File: src/rtl/mresp_pkg.sv
package mresp_pkg;

    typedef enum logic [1:0] {
        POL_RETRY = 2'd0,
        POL_TRAP  = 2'd1,
        POL_EARLY = 2'd2,
        POL_RSVD  = 2'd3
    } policy_e;

    typedef enum logic [2:0] {
        ST_IDLE  = 3'd0,
        ST_WAIT  = 3'd1,
        ST_ACKED = 3'd2,
        ST_DONE  = 3'd3,
        ST_HOLD  = 3'd4
    } rsp_state_e;

    // Internal reply, active high; inverted at the pins.
    typedef struct packed {
        logic ack;
        logic berr;
        logic halt;
    } rsp_t;

    localparam rsp_t RSP_NONE = '{ack: 1'b0, berr: 1'b0, halt: 1'b0};

    function automatic policy_e norm_policy(input logic [1:0] code);
        case (code)
            2'd1:    return POL_TRAP;
            2'd2:    return POL_EARLY;
            default: return POL_RETRY;
        endcase
    endfunction

    function automatic rsp_t pass_reply();
        rsp_t r;
        r      = RSP_NONE;
        r.ack  = 1'b1;
        return r;
    endfunction

    // Reply to a failed check; give_up suppresses the retry request.
    function automatic rsp_t fail_reply(input policy_e pol, input logic give_up);
        rsp_t r;
        r = RSP_NONE;
        case (pol)
            POL_TRAP: begin
                r.ack  = 1'b1;
                r.berr = 1'b1;
            end
            POL_EARLY: begin
                r.ack  = 1'b1;
                r.berr = 1'b1;
                r.halt = !give_up;
            end
            default: begin
                r.berr = 1'b1;
                r.halt = !give_up;
            end
        endcase
        return r;
    endfunction

    function automatic logic asks_retry(input policy_e pol);
        return pol != POL_TRAP;
    endfunction

endpackage

File: src/rtl/mresp_tick_counter.sv
module mresp_tick_counter #(
    parameter int unsigned LIMIT = 16
) (
    input  logic clk,
    input  logic rst,
    input  logic clr,
    input  logic run,
    output logic expired
);
    localparam int unsigned CW = (LIMIT > 1) ? $clog2(LIMIT) : 1;
    localparam logic [CW-1:0] LAST = CW'(LIMIT - 1);

    logic [CW-1:0] cnt;

    assign expired = run && (cnt == LAST);

    always_ff @(posedge clk) begin
        if (rst || clr) begin
            cnt <= '0;
        end else if (run && !expired) begin
            cnt <= cnt + 1'b1;
        end
    end

    AST_TICK_IN_RANGE: assert property (@(posedge clk) disable iff (rst)
        cnt <= LAST);

    AST_TICK_CLEARS: assert property (@(posedge clk) disable iff (rst)
        clr |=> (cnt == '0));

endmodule

File: src/rtl/mresp_retry_limiter.sv
module mresp_retry_limiter #(
    parameter int unsigned AW        = 16,
    parameter int unsigned MAX_RETRY = 2
) (
    input  logic          clk,
    input  logic          rst,
    input  logic [AW-1:0] addr,
    input  logic          retry_evt,
    input  logic          clear_evt,
    output logic          give_up
);
    localparam int unsigned RW = $clog2(MAX_RETRY + 1);
    localparam logic [RW-1:0] CAP = RW'(MAX_RETRY);

    logic [RW-1:0] cnt;
    logic [AW-1:0] last_addr;
    logic          same_addr;

    assign same_addr = (cnt != '0) && (addr == last_addr);
    assign give_up   = same_addr && (cnt == CAP);

    always_ff @(posedge clk) begin
        if (rst) begin
            cnt       <= '0;
            last_addr <= '0;
        end else if (clear_evt) begin
            cnt <= '0;
        end else if (retry_evt) begin
            if (give_up) begin
                cnt <= '0;
            end else if (same_addr) begin
                cnt <= cnt + 1'b1;
            end else begin
                cnt       <= RW'(1);
                last_addr <= addr;
            end
        end
    end

    AST_RETRY_CAP: assert property (@(posedge clk) disable iff (rst)
        cnt <= CAP);

    AST_GIVEUP_RESTARTS: assert property (@(posedge clk) disable iff (rst)
        (retry_evt && give_up && !clear_evt) |=> (cnt == '0));

endmodule

File: src/rtl/mem_err_responder.sv
module mem_err_responder
    import mresp_pkg::*;
#(
    parameter int unsigned AW          = 16,
    parameter int unsigned TIMEOUT     = 16,
    parameter int unsigned HOLD_CYCLES = 4,
    parameter int unsigned MAX_RETRY   = 2
) (
    input  logic          clk,
    input  logic          rst,
    input  logic          as_n,
    input  logic [AW-1:0] addr,
    input  logic          addr_hit,
    input  logic          chk_done,
    input  logic          chk_fail,
    input  logic [1:0]    policy,
    output logic          ack_n,
    output logic          berr_n,
    output logic          halt_n
);
    rsp_state_e    state, state_n;
    rsp_t          rsp_q, rsp_n;
    policy_e       pol_q, pol_n;
    logic [AW-1:0] addr_q, addr_n;

    logic wd_expired;
    logic hold_done;
    logic give_up;
    logic retry_evt;
    logic clear_evt;

    mresp_tick_counter #(.LIMIT(TIMEOUT)) u_watchdog (
        .clk     (clk),
        .rst     (rst),
        .clr     (state != ST_WAIT),
        .run     ((state == ST_WAIT) && !addr_hit),
        .expired (wd_expired)
    );

    mresp_tick_counter #(.LIMIT(HOLD_CYCLES)) u_hold (
        .clk     (clk),
        .rst     (rst),
        .clr     (state != ST_HOLD),
        .run     (state == ST_HOLD),
        .expired (hold_done)
    );

    mresp_retry_limiter #(.AW(AW), .MAX_RETRY(MAX_RETRY)) u_retry (
        .clk       (clk),
        .rst       (rst),
        .addr      (addr_q),
        .retry_evt (retry_evt),
        .clear_evt (clear_evt),
        .give_up   (give_up)
    );

    always_comb begin
        state_n   = state;
        rsp_n     = rsp_q;
        pol_n     = pol_q;
        addr_n    = addr_q;
        retry_evt = 1'b0;
        clear_evt = 1'b0;
        case (state)
            ST_IDLE: begin
                if (!as_n) begin
                    pol_n  = norm_policy(policy);
                    addr_n = addr;
                    if (norm_policy(policy) == POL_EARLY && addr_hit) begin
                        rsp_n   = pass_reply();
                        state_n = ST_ACKED;
                    end else begin
                        state_n = ST_WAIT;
                    end
                end
            end
            ST_WAIT: begin
                if (as_n) begin
                    rsp_n   = RSP_NONE;
                    state_n = ST_IDLE;
                end else if (wd_expired) begin
                    rsp_n      = RSP_NONE;
                    rsp_n.berr = 1'b1;
                    state_n    = ST_DONE;
                end else if (addr_hit && chk_done) begin
                    state_n = ST_DONE;
                    if (!chk_fail) begin
                        rsp_n     = pass_reply();
                        clear_evt = 1'b1;
                    end else begin
                        rsp_n     = fail_reply(pol_q, give_up);
                        retry_evt = asks_retry(pol_q);
                        clear_evt = !asks_retry(pol_q);
                    end
                end
            end
            ST_ACKED: begin
                if (as_n) begin
                    rsp_n   = RSP_NONE;
                    state_n = ST_IDLE;
                end else if (chk_done) begin
                    state_n = ST_DONE;
                    if (!chk_fail) begin
                        clear_evt = 1'b1;
                    end else begin
                        rsp_n     = fail_reply(POL_EARLY, give_up);
                        retry_evt = 1'b1;
                    end
                end
            end
            ST_DONE: begin
                if (as_n) begin
                    rsp_n.ack  = 1'b0;
                    rsp_n.berr = 1'b0;
                    state_n    = rsp_q.halt ? ST_HOLD : ST_IDLE;
                end
            end
            ST_HOLD: begin
                if (hold_done) begin
                    rsp_n.halt = 1'b0;
                    state_n    = ST_IDLE;
                end
            end
            default: begin
                rsp_n   = RSP_NONE;
                state_n = ST_IDLE;
            end
        endcase
    end

    always_ff @(posedge clk) begin
        if (rst) begin
            state  <= ST_IDLE;
            rsp_q  <= RSP_NONE;
            pol_q  <= POL_RETRY;
            addr_q <= '0;
        end else begin
            state  <= state_n;
            rsp_q  <= rsp_n;
            pol_q  <= pol_n;
            addr_q <= addr_n;
        end
    end

    assign ack_n  = !rsp_q.ack;
    assign berr_n = !rsp_q.berr;
    assign halt_n = !rsp_q.halt;

    AST_RESET_QUIET: assert property (@(posedge clk)
        rst |=> (ack_n && berr_n && halt_n));

    AST_ACK_AFTER_CHECK: assert property (@(posedge clk) disable iff (rst)
        ($fell(ack_n) && pol_q != POL_EARLY) |-> $past(chk_done));

    AST_RETRY_NO_ACK: assert property (@(posedge clk) disable iff (rst)
        (pol_q == POL_RETRY && !berr_n && !halt_n) |-> ack_n);

    AST_TRAP_PAIR: assert property (@(posedge clk) disable iff (rst)
        ($fell(berr_n) && pol_q == POL_TRAP && $past(chk_done && addr_hit))
            |-> (!ack_n && halt_n));

    AST_HALT_WITH_BERR: assert property (@(posedge clk) disable iff (rst)
        $fell(halt_n) |-> $fell(berr_n));

    AST_RELEASE: assert property (@(posedge clk) disable iff (rst)
        ($past(as_n) && $past(state == ST_DONE)) |-> (ack_n && berr_n));

    AST_HALT_AFTER_RELEASE: assert property (@(posedge clk) disable iff (rst)
        $rose(halt_n) |-> (ack_n && berr_n));

    AST_IDLE_SILENT: assert property (@(posedge clk) disable iff (rst)
        (state == ST_IDLE) |-> (ack_n && berr_n && halt_n));

endmodule

File: config.mk
export PLATFORM = sky130hd
export DESIGN_NAME = mem_err_responder
export DESIGN_NICKNAME = d
export VERILOG_FILES = /design/src/rtl/mresp_pkg.sv /design/src/rtl/mresp_tick_counter.sv /design/src/rtl/mresp_retry_limiter.sv /design/src/rtl/mem_err_responder.sv
export SDC_FILE = /design/constraint.sdc
export NUM_CORES = 1
export LEC_CHECK = 0
export BUFFER_PORTS_ARGS = -buffer_cell sky130_fd_sc_hd__buf_4
export CORE_ASPECT_RATIO = 2
export CORE_UTILIZATION = 59
export DETAILED_ROUTE_END_ITERATION = 10
export GPL_TIMING_DRIVEN = 0
export PLACE_DENSITY = 0.8
export SETUP_SLACK_MARGIN = 0.02
export SYNTH_ARGS = -nofsm -noshare
export SYNTH_HDL_FRONTEND = slang
export SYNTH_SLANG_ARGS = --single-unit
File: constraint.sdc
create_clock -name clk -period 2.65 [get_ports clk]
set_clock_uncertainty 0.1 [all_clocks]
set_input_delay 0.6625 -clock clk [delete_from_list [all_inputs] [get_ports clk]]
set_output_delay 0.6625 -clock clk [all_outputs]
set_load 0.02 [all_outputs]
Word level (Yosys, flattened, before mapping). Cells that the tools add are included.

Register bits after elaboration: 48. Bits in latches: 0. Bits in writable memories: 0. Bits in read-only memories: 0. Bits of input ports: 24. Output and inout port bits: 3. Word-level logic and storage cells: 117. Memories kept: 0.

$add $sub $neg: 3. $mul: 0. Divide/modulo/power cells: 0. Magnitude comparators: 0. Equality and inequality tests: 23. Shift-type cells: 0. Muxes and demuxes: 47. Bitwise operators: 6. Reductions and logical operators: 28.

Operators by type and width (number): 3-bit two-way mux (18); 1-bit two-way mux (17); 16-bit == test (1); 3-bit case mux with 5 select lines (1); 7-bit AND reduction (2); 2-bit two-way mux (6); 2-bit == test, second input constant (5); 2-bit case mux with 5 select lines (1); 1-bit logical AND (9); 3-bit != test, second input constant (3); 1-bit zero test (8); 2-bit != test, second input constant (4); 3-bit by 2-bit == test with 1-bit output, second input constant (2); 1-bit inverter (6); 1-bit case mux with 5 select lines (1); 5-bit AND reduction (1); 2-bit by 1-bit adder with 2-bit output, second input constant (2); 4-bit by 1-bit adder with 4-bit output, second input constant (1); 2-bit by 1-bit == test with 1-bit output, second input constant (2); 4-bit == test, second input constant (1); 4-bit by 2-bit != test with 1-bit output, second input constant (1); 1-bit case mux with 2 select lines (2); 2-bit case mux with 2 select lines (1); 4-bit AND reduction (1); other kinds (9) (11).

Logic depth before layout (Yosys ltp).
Depth in word-level cells: 10. Depth in mapped cells: 8. Gate-level depth less buffers: 7.

Hierarchy. Synthesis repeated with hierarchy kept, for this count alone.

Cell total of the unflattened synthesis: 337. Area, all modules: 2959.1 µm².

By module, submodules not included: mresp_retry_limiter (instances 1, cells each 150, area an instance 1425.1 µm², seq. area each 360.3 µm²); mem_err_responder (instances 1, cells each 155, area an instance 1229.9 µm², seq. area each 480.5 µm²); mresp_tick_counter at u_watchdog (instances 1, cells each 23, area an instance 191.4 µm², seq. area each 80.1 µm²); mresp_tick_counter at u_hold (instances 1, cells each 9, area an instance 112.6 µm², seq. area each 40.0 µm²).

Worst setup path after synthesis. Ideal clock, no wire load.

Path kind: in2reg. Start point: input port as_n. End point: register u_retry.last_addr[10]. Library setup time: 0.122 ns. Arrival: 1.872 ns. Data required time: 2.428 ns. Path slack: 0.556 ns. Cell stages on the path: 6. Buffers on the path: 2. Cell sequence: or4b_4 > a2bb2oi_2 > buf_6 > buf_6 > a32oi_1 > nand3_1.

Word-level cells in the longest chain between the ends: 4. Elaborated cells on any way between the ends: 8. Classes of those cells: mux (6); bitwise (1); reduce/logical (1).

Ends and longest elaborated chain: start: declaration (RTL line mem_err_responder.sv:11) `input logic as_n,`; 1-bit two-way mux, on equally long branches (RTL line mem_err_responder.sv:98, mem_err_responder.sv:78); 1-bit case mux with 2 select lines (RTL line mem_err_responder.sv:64) `case (state)`; 1-bit inverter (no source line); 4-bit AND reduction (no source line) *; end signal: assignment (RTL line mresp_retry_limiter.sv:35) `last_addr <= addr;`; end: declaration (RTL line mresp_retry_limiter.sv:16) `logic [AW-1:0] last_addr;`.

Mark *: on every way between the ends. The rest lies on a longest branch, timed or not. A chain may end at the register's enable or synchronous reset.

Worst setup path in the final report.
Start point: register addr_q[11]. End point: register u_retry.last_addr[15].

Word-level cells in the longest chain between the ends: 5. Elaborated cells on any way between the ends: 6. Classes of those cells: eq/ne (1); bitwise (2); reduce/logical (3).

Ends and longest elaborated chain: start: declaration (RTL line mem_err_responder.sv:24) `logic [AW-1:0] addr_q, addr_n;`; start signal: assignment (RTL line mem_err_responder.sv:141) `addr_q <= addr_n;`; 16-bit == test * (RTL line mresp_retry_limiter.sv:19) `assign same_addr = (cnt != '0) && (addr == last_addr);`; 1-bit logical AND * (RTL line mresp_retry_limiter.sv:19); 1-bit logical AND (RTL line mresp_retry_limiter.sv:20) `assign give_up = same_addr && (cnt == CAP);`; 1-bit inverter (no source line); 4-bit AND reduction (no source line) *.

Marked as above.

==> impl_results.md <==
- Status: finished, final reports clean
- Crit-path slowest cell: nor3_1
- FF+latch count, synth: 48
- Relative slew margins: 0.350
- N_diodes: 0
- Die W: 49.7 um
- Initial antenna violation count: 0
- Post-synth ARST share: 0
- Post-route ant nets: 0
- Hold path depth: 2
- Critical path type: flop to flop
- Netlist cell types: 46
- Hold violation total from the final report: 0
- Logic pwr share: 0.182
- Maxcap violations: 0
- Syn nets: 359
- H-tree depth: 2
- Clk_lat worst skew: 320 ps
- Final worst setup slack: 341 ps
- Hold endpoint: pol_q[1]$_SDFFE_PP0P_
- Placer Congestion: 0.875
- Reg clk slew, reported paths: 100 ps
- Ys Warns: 0
- Largest net degree at the start of global routing: 17
- Io pins: 27
- CP top delay family: simple AND/OR/NAND/NOR gates
- Sequential power share: 0.446
- Netlist area before placement: 0.00269 mm2
- Max Root-Sink Buffers: 2
- 1st-iter DRT viols: 117
- Sw Share: 0.280
- Share of layout cells above drive strength 1: 0.143
- Setup violations, final: 0
- Worst-Margin Slew: 967 ps
- Vias: 2628
- Slew Viols, Final: 0
- Leakage dissipation: 0.00113 uW
- GR Overflow Total: 0
- Clk sink count: 48
- Tmin final: 2310 ps
- Synthesized area per cell: 8.15 um2
- DR WL/cell: 17.3 um
- FP Rows: 34
- R2R depth: 6
- CP max stage delay: 700 ps
- Post-CTS Resized: 0
- Internal power: 1260 uW
- RSZ-0062 raised after global routing: false
- Initial core utilization: 0.620
- Total CTS buffers: 5
- Fin crit share: 0.871
- Vias in the first global route: 2744
- GRT Total Usage: 0.319
- Power per cell area: 567 mW/mm2
- Cell count after synthesis: 330
- Fin nets: 392
- HP Start: pol_q[1]$_SDFFE_PP0P_
- Core area: 0.00434 mm2
- Sequential element share of the synthesized area: 0.357
- Initial DRT Pass Iterations: 4
- Commonest cells after routing, fill and taps aside: 48 x dfxtp_1, 43 x nand2_1, 28 x buf_4, 25 x a21oi_1, 22 x nand3_1
- Multi-input gate area: 0.00157 mm2
- Layout filler cell count: 391
- Port bufs: 26
- Commonest non-fill, non-tap cell in the layout: dfxtp_1
- CP Data Arrival Time: 2410 ps
- Post-DP HPWL: 5330 um
- Routed WL: 7220 um
- Worst slack, placed: 81.4 ps
- Global-route wire length before repair: 12000 um
- P_sw: 490 uW
- CP Buf/Inv Count: 1
- RR Endpoint: u_retry.last_addr[15]$_SDFFE_PP0P_
- Worst VDD drop: 0.000414 V
- Register area: 961 um2
- CTS tree: built
- TNS Setup: 0 ps
- Achievable frequency: 433 MHz
- Worst setup SP type: flop
- Crit-path max FO: 10
- Setup bufs post-CTS: 0
- R2r setup slk: 340 ps
- Full die area: 0.00485 mm2
- Die Height: 97.5 um
- Worst min path class: flop to flop
- Syn-to-layout area delta: 14.9%
- Worst path cell trace: xnor2_1 -> nand4_1 -> nor3_1 -> clkbuf_1 -> nand2b_1 -> nand3_1
- Root buf cell: clkbuf_8
- Number of synthesized flops with an enable pin: 0
- FF-to-FF Start: addr_q[11]$_SDFFE_PP0P_
- Drt drc: 0
- Drt via density: 6.29
- Critical Path Sink Type: flop
- Hold-fix buffers at CTS: 0
- Clock power share: 0.372
- WP data required: 2750 ps
- Predominant post-synthesis flop cell: dfxtp_1
[state kept, by name, indices dropped and copies added, names as in the netlist]
register,count
addr_q,16
u_retry.last_addr,16
u_watchdog.cnt,4
rsp_q,3
state,3
pol_q,2
u_hold.cnt,2
u_retry.cnt,2
[worst register-to-register path: cells and delay by family (launching register included)]
kind | cells | cell delay, ps
AND/OR/NAND/NOR | 4 | 1080
buffers and inverters | 1 | 430
flip-flops | 1 | 350
XOR/XNOR | 1 | 230
[area by class of cell]
class                   count  share of cell area
repair buffers             26              0.0632
plain buffers              23              0.0381
flip-flops and latches     48               0.311
multi-input cells         249               0.509
clock inverters             3              0.0223
clock buffers               5              0.0223
inverters                  10              0.0121
well taps                  54              0.0219
[per-stage QoR]
stage | total power (uW) | hold slack (ps) | std cells | cell area, um2 | utilization
floorplan | 999 | 336 | 330 | 2690 | -
global placement | 1100 | 354 | 410 | 2950 | 0.681
detailed placement | 1110 | 359 | 410 | 2950 | 0.681
CTS | 1750 | 373 | 418 | 3090 | 0.712
global route | 1800 | 409 | 418 | 3090 | 0.712
finish | 1750 | 378 | 418 | 3090 | 0.712
[per-layer routing]
layer	wire length, um	global-route usage	vias to the layer above
li1	-	-	1256
met1	2540	0.298	1243
met3	275	0.0438	35
met4	397	0.213	0
met5	0	0	-
met2	4010	0.601	94
[cell families after synthesis]
kind of cell	count (synthesis)	synth area share
AO/OA/AOI/OAI	61	0.153
XOR/XNOR	19	0.0619
adder cells (fa/ha/maj)	5	0.0233
buffers and inverters	33	0.0577
flip-flops	48	0.357
multiplexers	5	0.0191
AND/OR/NAND/NOR	159	0.328
[power by group through the flow]
stage / clock network (uW) / registers (uW) / logic [uW]
detailed placement: 0 / 797 / 314
CTS: 652 / 780 / 316
finish: 652 / 781 / 319
floorplan: 0 / 787 / 213
global route: 672 / 784 / 348
global placement: 0 / 796 / 308
[synthesized netlist by cell type, types with 2 or more instances]
library cell  count  area [um2]
buf_4             2        15.0
buf_2             7        35.0
nand3_1          22         110
nor3b_1          17         128
mux2i_1           4        40.0
nand2_1          43         161
nor2b_1           3        18.8
xnor2_1          17         149
nand4_1          21         131
nand3b_1          3        22.5
and3_1            2        12.5
xor2_1            2        17.5
nand4b_1          2        17.5
clkbuf_1         11        41.3
ha_1              5        62.6
a21oi_1          25         125
o22ai_1           2        12.5
o31ai_1           4        30.0
o21ai_0           6        30.0
nand2b_1         18         113
nor2_1           16        60.1
inv_1             9        33.8
dfxtp_1          48         961
a32oi_1          16         140
buf_6             2        22.5
nor3_1            3        15.0
[how the worst max path moves through the flow]
stage | start | to | slack (ps) | depth (start not counted)
after global placement | as_n | state[1]$_SDFFE_PP0P_ | 60 | 7
after detailed placement | as_n | state[1]$_SDFFE_PP0P_ | 80 | 7
after global routing | addr_q[7]$_SDFFE_PP0P_ | u_retry.cnt[1]$_SDFFE_PP0N_ | 110 | 6
after floorplan | as_n | u_retry.last_addr[10]$_SDFFE_PP0P_ | 560 | 6
after CTS | addr_q[11]$_SDFFE_PP0P_ | u_retry.last_addr[15]$_SDFFE_PP0P_ | 370 | 6
final | addr_q[11]$_SDFFE_PP0P_ | u_retry.last_addr[15]$_SDFFE_PP0P_ | 340 | 6
Power figures use the tool's default switching activity.
